### src/rtl/mres_pkg.sv
package mres_pkg;
    localparam int NET_KS = 0;
    localparam int NET_BK = 1;

    function automatic int prefix_levels(input int n);
        int lv;
        lv = 0;
        while ((1 << lv) < n) lv++;
        return (lv < 1) ? 1 : lv;
    endfunction
endpackage

### src/rtl/mres_pg_pre.sv
module mres_pg_pre #(
    parameter int N = 16
) (
    input  logic [N-1:0] op_x,
    input  logic [N-1:0] op_y,
    output logic [N-1:0] bit_g,
    output logic [N-1:0] bit_p
);
    assign bit_g = op_x & op_y;
    assign bit_p = op_x ^ op_y;
endmodule

### src/rtl/mres_prefix_net.sv
module mres_prefix_net
    import mres_pkg::*;
#(
    parameter int N       = 16,
    parameter int NET_SEL = NET_KS
) (
    input  logic [N-1:0] bit_g,
    input  logic [N-1:0] bit_p,
    output logic [N-1:0] grp_g,
    output logic [N-1:0] grp_p
);
    localparam int LV = prefix_levels(N);

    generate
        if (NET_SEL == NET_KS) begin : g_kogge
            logic [N-1:0] gs [0:LV];
            logic [N-1:0] ps [0:LV];
            assign gs[0] = bit_g;
            assign ps[0] = bit_p;
            for (genvar k = 0; k < LV; k++) begin : g_lvl
                for (genvar i = 0; i < N; i++) begin : g_bit
                    if (i >= (1 << k)) begin : g_cell
                        assign gs[k+1][i] = gs[k][i] | (ps[k][i] & gs[k][i-(1<<k)]);
                        assign ps[k+1][i] = ps[k][i] & ps[k][i-(1<<k)];
                    end else begin : g_pass
                        assign gs[k+1][i] = gs[k][i];
                        assign ps[k+1][i] = ps[k][i];
                    end
                end
            end
            assign grp_g = gs[LV];
            assign grp_p = ps[LV];
        end else begin : g_brent
            localparam int ST = 2 * LV - 1;
            logic [N-1:0] gs [0:ST];
            logic [N-1:0] ps [0:ST];
            assign gs[0] = bit_g;
            assign ps[0] = bit_p;
            for (genvar k = 0; k < LV; k++) begin : g_up
                for (genvar i = 0; i < N; i++) begin : g_bit
                    if (((i + 1) % (2 << k)) == 0) begin : g_cell
                        assign gs[k+1][i] = gs[k][i] | (ps[k][i] & gs[k][i-(1<<k)]);
                        assign ps[k+1][i] = ps[k][i] & ps[k][i-(1<<k)];
                    end else begin : g_pass
                        assign gs[k+1][i] = gs[k][i];
                        assign ps[k+1][i] = ps[k][i];
                    end
                end
            end
            for (genvar k = LV - 2; k >= 0; k--) begin : g_dn
                localparam int SI = LV + (LV - 2 - k);
                for (genvar i = 0; i < N; i++) begin : g_bit
                    if ((((i + 1) % (2 << k)) == (1 << k)) && ((i + 1) > (1 << k))) begin : g_cell
                        assign gs[SI+1][i] = gs[SI][i] | (ps[SI][i] & gs[SI][i-(1<<k)]);
                        assign ps[SI+1][i] = ps[SI][i] & ps[SI][i-(1<<k)];
                    end else begin : g_pass
                        assign gs[SI+1][i] = gs[SI][i];
                        assign ps[SI+1][i] = ps[SI][i];
                    end
                end
            end
            assign grp_g = gs[ST];
            assign grp_p = ps[ST];
        end
    endgenerate
endmodule

### src/rtl/mres_excess_one.sv
module mres_excess_one #(
    parameter int N = 16
) (
    input  logic [N-1:0] raw,
    input  logic         carry_out,
    input  logic [N-1:0] grp_p,
    output logic [N-1:0] res
);
    logic [N-1:0] low_and;
    logic [N-1:0] incr;
    logic         bump;
    logic         fold;

    assign low_and[0] = 1'b1;
    generate
        for (genvar i = 1; i < N; i++) begin : g_chain
            assign low_and[i] = low_and[i-1] & raw[i-1];
        end
    endgenerate

    assign incr = raw ^ low_and;
    assign bump = carry_out | grp_p[N-1];
    assign fold = carry_out & (&raw[N-1:1]);
    assign res  = !bump ? raw : (fold ? '0 : incr);

    always_comb begin
        assert_single_zero_R2: assert (res != {N{1'b1}});
        assert_no_wrap_pass_R1: assert (bump || (res == raw));
        assert_end_around_R5: assert (!(carry_out && !fold) || (res == raw + 1'b1));
        assert_prop_excl_R4: assert (!(carry_out && grp_p[N-1]));
        assert_allones_zero_R4: assert (!grp_p[N-1] || (res == '0));
        for (int i = 0; i < N; i++) begin
            assert_prop_chain_R1: assert (!grp_p[i] || (&(raw | ~({N{1'b1}} >> (N-1-i)))));
        end
    end
endmodule

### src/rtl/mres_adder.sv
module mres_adder
    import mres_pkg::*;
#(
    parameter int WIDTH   = 16,
    parameter int NET_SEL = NET_KS
) (
    input  logic [WIDTH-1:0] a,
    input  logic [WIDTH-1:0] b,
    output logic [WIDTH-1:0] s
);
    logic [WIDTH-1:0] bit_g, bit_p;
    logic [WIDTH-1:0] grp_g, grp_p;
    logic [WIDTH-1:0] raw;

    mres_pg_pre #(.N(WIDTH)) u_pre (
        .op_x(a), .op_y(b), .bit_g(bit_g), .bit_p(bit_p)
    );

    mres_prefix_net #(.N(WIDTH), .NET_SEL(NET_SEL)) u_net (
        .bit_g(bit_g), .bit_p(bit_p), .grp_g(grp_g), .grp_p(grp_p)
    );

    assign raw = bit_p ^ {grp_g[WIDTH-2:0], 1'b0};

    mres_excess_one #(.N(WIDTH)) u_inc (
        .raw(raw), .carry_out(grp_g[WIDTH-1]), .grp_p(grp_p), .res(s)
    );

    generate
        if (WIDTH <= 32) begin : g_chk
            always_comb begin
                assert_residue_R1: assert (64'(s) ==
                    ((64'(a) % ((64'd1 << WIDTH) - 1)) + (64'(b) % ((64'd1 << WIDTH) - 1)))
                    % ((64'd1 << WIDTH) - 1));
                assert_sum_raw_R5: assert (raw == WIDTH'(64'(a) + 64'(b)));
            end
        end
    endgenerate
endmodule

### config.mk
export PLATFORM = sky130hd
export DESIGN_NAME = mres_adder
export DESIGN_NICKNAME = d
export VERILOG_FILES = /design/src/rtl/mres_pkg.sv /design/src/rtl/mres_pg_pre.sv /design/src/rtl/mres_prefix_net.sv /design/src/rtl/mres_excess_one.sv /design/src/rtl/mres_adder.sv
export SDC_FILE = /design/constraint.sdc
export NUM_CORES = 1
export LEC_CHECK = 0
export ABC_CLOCK_PERIOD_IN_PS = 5150
export BUFFER_PORTS_ARGS = -buffer_cell sky130_fd_sc_hd__buf_2
export CELL_PAD_IN_SITES_DETAIL_PLACEMENT = 1
export CELL_PAD_IN_SITES_GLOBAL_PLACEMENT = 2
export CORE_ASPECT_RATIO = 1.1
export CORE_MARGIN = 2
export CORE_UTILIZATION = 31
export DETAILED_ROUTE_END_ITERATION = 16
export PLACE_DENSITY_LB_ADDON = 0.1
export SETUP_SLACK_MARGIN = 0.3
export SLEW_MARGIN = 25
export SYNTH_ARGS = -nofsm -noshare
export SYNTH_HDL_FRONTEND = slang
export SYNTH_SLANG_ARGS = --single-unit
### constraint.sdc
create_clock -name vclk -period 5.15
set_input_delay 0.2575 -clock vclk [all_inputs]
set_output_delay 0.2575 -clock vclk [all_outputs]
set_load 0.05 [all_outputs]
==> impl_metrics.yaml, run 1 <==
synth:
  synth_xor_area_share_pct: 3.98
  yosys.area.top_type: "ha_1"
  yosys.area_share.simple_pct: 27.6
  synth.area.top_cells: "ha_1 24%, mux2i_1 10%, nor2_2 4.1%"
  syn-instance-count: 186
  syn_avg_cell_area_sq_um: 8.27
  syn_area_sq_mm: 0.00154
  ys_types: 62
  yosysWarnings: 0
  yosysSeqAreaShare_pct: 0
  muxShareOfSynthArea_pct: 12.1
  synth-compound-area-share_pct: 26.6
  synth_top_area_share_pct: 24.4
  synthAdderAreaFrac_pct: 25.7
  syn-num-nets: 249
  synth_top_family_by_area: "simple AND/OR/NAND/NOR gates"
route:
  drc: 0
  first_pass_iters: 4
  ant_nets: 0
  dr.first_iter.drc_count: 30
  routed_wl_mm: 4.29
  wl_per_cell_microns: 15.0
  num_vias: 1598
  vias_per_cell: 5.61
setup_path:
  crit_path_end_kind: "output port"
  crit_arrival_ns: 4.13
  crit_required_ns: 4.89
  worstSetupStartpointType: "input pin"
  criticalPathCategory: "input pin to output port"
  crit_fanout: 3
die:
  initial_utilization_pct: 32.6
  io_pins: 48
  die_y_microns: 77.9
  coreArea_sq_mm: 0.00472
  num_rows: 26
  die_w_microns: 71.2
  die_area_sq_mm: 0.00554
global_route:
  grt_pass1_vias: 1631
  grt_pass1_wl_mm: 7.40
  grt_overflow: 0
  grtUsageTotal_pct: 15.5
  antenna_found_initial: 0
  grt_max_degree: 17
final_layout:
  nClkBuffers: 0
  drive_gt1_share_pct: 32.3
  final_cells: 285
  regArea_sq_um: 0
  utilization_pct: 38.4
  antennaDiodeCount: 0
  area_growth_syn_to_layout_pct: 17.6
  seq_cell_count: 0
  layout.nets: 294
timing:
  finalCritPeriodShare_pct: 85.2
  setup_ws_ns: 0.762
  maxSlewHeadroom_pct: 62.0
  period_minus_slack_ns: 4.39
  final_hold_viol_count: 0
  worst_pin_slew_ns: 0.570
  rsz0062_at_grt: "false"
  setup_tns_ns: 0
  drv_slew: 0
  hold_slack_ns: 1.19
  max_freq_ghz: 0.228
  finalSetupViolCount: 0
worst_hold_path:
  min_path_type: "input pin to output port"
  hold_depth: 5
placed_design:
  dp.cells: 284
  dp_hpwl_mm: 3.79
  dp_slack_ns: 0.692
  io_buffers: 48
  gp_congestion: 0.790
power:
  power_leakage_uw: 0.000889
  peakVddDrop_mv: 0.0996
  power_density_mw_per_mm2: 228
clocking:
  cts_setup_buffers: 0
  post_cts_resized: 0
  postCtsHoldBufs: 0
job:
  drv_cap: 0
run_status:
  status: "finished clean"
[layout make-up]
type | count | area, sq um
Tap cell | 56 | 70.1
Multi-Input combinational cell | 177 | 1480
Inverter | 2 | 7.51
Fill cell | 615 | 2910
Timing Repair Buffer | 50 | 255
[through the flow]
| stage | area [sq um] | total power [uW] |
|---|---|---|
| after floorplan | 1540 | 327 |
| after global routing | 1810 | 450 |
| after global placement | 1800 | 408 |
| after detailed placement | 1800 | 417 |
| after CTS | 1800 | 419 |
| final | 1810 | 413 |
[layer usage]
metal	vias to the layer above	GRT usage [%]	routed length [microns]
met5	-	0	0
met4	0	1.13	14
met3	2	0.519	110
met2	28	29.8	2170
met1	755	19.6	1990
li1	813	-	-
[kinds of logic (layout without fill, tap and decap cells)]
family                   count (synthesis)  after routing
buffers and inverters                    9             52
multiplexers                            18             18
AND/OR/NAND/NOR                         68             68
AO/OA/AOI/OAI                           53             53
adder cells (fa/ha/maj)                 31             31
XOR/XNOR                                 7              7
[cell usage after synthesis (all sizes together) (2+ instances only)]
cell	instances
a211oi	2
a21o	6
a21oi	8
a311o	2
and2	7
and3	4
and4	3
buf	6
ha	30
inv	2
mux2	2
mux2i	16
nand2	8
nand2b	3
nand3	2
nand3b	2
nand4	2
nand4b	2
nor2	24
nor3	2
o211ai	5
o21a	3
o21ai	10
o31a	2
or2	2
or3	2
xnor2	6
[cell usage in the layout, fill, tap and decap left out, types with 2 or more instances in the layout]
| cell | netlist | final |
|---|---|---|
| a211oi_1 | 2 | 2 |
| a21o_1 | 5 | 5 |
| a21oi_1 | 6 | 6 |
| a21oi_2 | 2 | 2 |
| a311o_1 | 2 | 2 |
| and2_1 | 7 | 7 |
| and3_1 | 4 | 4 |
| and4_1 | 2 | 2 |
| buf_2 | 4 | 48 |
| buf_4 | 0 | 2 |
| ha_1 | 30 | 30 |
| inv_1 | 2 | 2 |
| mux2i_1 | 16 | 16 |
| nand2_1 | 8 | 8 |
| nand2b_1 | 3 | 3 |
| nand3_1 | 2 | 2 |
| nand3b_1 | 2 | 2 |
| nand4_1 | 2 | 2 |
| nor2_1 | 14 | 14 |
| nor2_2 | 10 | 10 |
| o211ai_1 | 5 | 5 |
| o21a_1 | 3 | 3 |
| o21ai_0 | 7 | 7 |
| o21ai_1 | 2 | 2 |
| o31a_1 | 2 | 2 |
| or3_1 | 2 | 2 |
| xnor2_1 | 6 | 6 |
[power breakdown]
group	leakage (uW)	total (uW)	internal [uW]	switching, uW
logic	0.000889	413	134	278
registers	0	0	0	0
clock network	0	0	0	0
[worst paths after layout]
kind | startpoint | endpoint
setup / recovery | a[0] | s[14]
hold / removal | b[0] | s[0]
[critical path, cell delays in order]
cell,delay [ns]
buf_2,0.10
ha_1,0.21
fa_1,0.48
ha_1,0.22
ha_1,0.17
ha_1,0.17
ha_1,0.18
ha_1,0.19
ha_1,0.18
ha_1,0.18
ha_1,0.18
ha_1,0.17
ha_1,0.17
ha_1,0.17
ha_1,0.18
ha_1,0.18
ha_1,0.29
mux2i_1,0.17
nor2_2,0.06
buf_2,0.22
No activity file was read; power rests on OpenSTA's default activity.
==> run 2: changes to the inputs <==
--- a/config.mk
+++ b/config.mk
@@ -5,13 +5,14 @@
 export SDC_FILE = /design/constraint.sdc
 export NUM_CORES = 1
 export LEC_CHECK = 0
+export ABC_AREA = 1
 export ABC_CLOCK_PERIOD_IN_PS = 5150
 export BUFFER_PORTS_ARGS = -buffer_cell sky130_fd_sc_hd__buf_2
 export CELL_PAD_IN_SITES_DETAIL_PLACEMENT = 1
 export CELL_PAD_IN_SITES_GLOBAL_PLACEMENT = 2
 export CORE_ASPECT_RATIO = 1.1
 export CORE_MARGIN = 2
-export CORE_UTILIZATION = 31
+export CORE_UTILIZATION = 26
 export DETAILED_ROUTE_END_ITERATION = 16
 export PLACE_DENSITY_LB_ADDON = 0.1
 export SETUP_SLACK_MARGIN = 0.3
==> impl_metrics.yaml, run 2 <==
run_status:
  status: "finished clean"
setup_path:
  crit_arrival_ns: 4.20
  crit_fanout: 3
  crit_required_ns: 4.89
  criticalPathCategory: "input pin to output port"
  worstSetupStartpointType: "input pin"
  crit_path_end_kind: "output port"
timing:
  finalSetupViolCount: 0
  finalCritPeriodShare_pct: 86.6
  period_minus_slack_ns: 4.46
  worst_pin_slew_ns: 0.459
  drv_slew: 0
  rsz0062_at_grt: "false"
  max_freq_ghz: 0.224
  maxSlewHeadroom_pct: 69.4
  final_hold_viol_count: 0
  hold_slack_ns: 1.13
  setup_tns_ns: 0
route:
  ant_nets: 0
  met2_length_mm: 2.35
  dr.first_iter.drc_count: 36
  drc: 0
  wl_per_cell_microns: 10.2
  routed_wl_mm: 4.62
  wl_met3_microns: 98
  first_pass_iters: 4
  vias_per_cell: 4.40
  wl_met1_mm: 2.14
  num_vias: 1985
  highest_layer: "met4"
final_layout:
  layout.nets: 436
  nClkBuffers: 0
  final_common_cell: "nand2_1"
  area_growth_syn_to_layout_pct: 19.2
  seq_cell_count: 0
  drive_gt1_share_pct: 18.3
  layout_common_cells: "152 x nand2_1, 66 x inv_1, 48 x buf_2, 30 x ha_1, 16 x nand3_1"
  utilization_pct: 32.1
  regArea_sq_um: 0
  antennaDiodeCount: 0
synth:
  synthTopCellsByCount: "152 x nand2_1, 66 x inv_1, 30 x ha_1"
  yosys.area.top_type: "nand2_1"
  synth.area.top_cells: "nand2_1 34%, ha_1 23%, inv_1 15%"
  yosysSeqAreaShare_pct: 0
  ys_types: 22
  syn-instance-count: 326
  yosysWarnings: 0
  syn_area_sq_mm: 0.00166
  synth.most_common_cell: "nand2_1"
  syn_avg_cell_area_sq_um: 5.09
  synth_top_area_share_pct: 34.4
  syn-num-nets: 389
die:
  die_y_microns: 87.8
  initial_utilization_pct: 26.9
  die_w_microns: 80.1
  num_rows: 30
  die_area_sq_mm: 0.00703
  io_pins: 48
  coreArea_sq_mm: 0.00616
placed_design:
  dp_hpwl_mm: 4.22
  io_buffers: 48
  gp_congestion: 0.771
power:
  peakVddDrop_mv: 0.0932
  power_leakage_uw: 0.00140
  power_density_mw_per_mm2: 180
  power.total_uw: 356
global_route:
  grtUsageTotal_pct: 14.0
  grt_max_degree: 18
  grt_overflow: 0
  grt_pass1_vias: 2009
  antenna_found_initial: 0
  grt_pass1_wl_mm: 8.25
worst_hold_path:
  hold_depth: 5
  min_path_type: "input pin to output port"
clocking:
  post_cts_resized: 0
  cts_setup_buffers: 0
  postCtsHoldBufs: 0
job:
  drv_cap: 0
run 2: cell families (layout without fill, tap and decap cells):
family,after synthesis,in the layout,share of synthesized area [%]
compound gates,12,12,3.62
xor+xnor,2,2,1.06
fa+ha+maj,31,31,23.8
buf+inv,71,116,16.7
simple gates,210,210,54.8
run 2: path summary, 6_finish.rpt:
kind	startpoint	slack (ns)	to
setup / recovery	a[0]	0.69	s[15]
hold / removal	b[0]	1.13	s[0]
run 2: worst max-delay path, stage by stage:
cell     delay (ns)
buf_2          0.10
ha_1           0.22
fa_1           0.49
ha_1           0.23
ha_1           0.18
ha_1           0.18
ha_1           0.18
ha_1           0.18
ha_1           0.18
ha_1           0.18
ha_1           0.18
ha_1           0.18
ha_1           0.18
ha_1           0.18
ha_1           0.18
ha_1           0.18
ha_1           0.19
nand2_1        0.07
xor2_1         0.14
nand2_1        0.08
inv_2          0.05
buf_2          0.24
run 2: metrics by stage:
| stage | cell area, sq um | instances | worst slack (ns) |
|---|---|---|---|
| floorplan | 1660 | 326 | 0.950 |
| global placement | 1980 | 451 | 0.717 |
| detailed placement | 1980 | 451 | 0.670 |
| CTS | 1980 | 451 | 0.658 |
| global route | 1980 | 451 | 0.411 |
| finish | 1980 | 451 | 0.692 |
run 2: power breakdown:
| group | switching, uW | internal, uW | leakage, uW | total (uW) |
|---|---|---|---|---|
| Combinational | 254 | 102 | 0.00140 | 356 |
| Sequential | 0 | 0 | 0 | 0 |
| Clock | 0 | 0 | 0 | 0 |
run 2: metal layers:
metal | up-vias | global-route usage (%)
met1 | 877 | 16.7
met5 | - | 0
li1 | 1080 | -
met3 | 2 | 0
met2 | 26 | 28.7
met4 | 0 | 1.08
run 2: area by class of cell:
type               instances  area, sq um
fillers                  909         4180
multi-input cells        255         1380
inverters                 68          255
repair buffers            48          240
well taps                 80          100
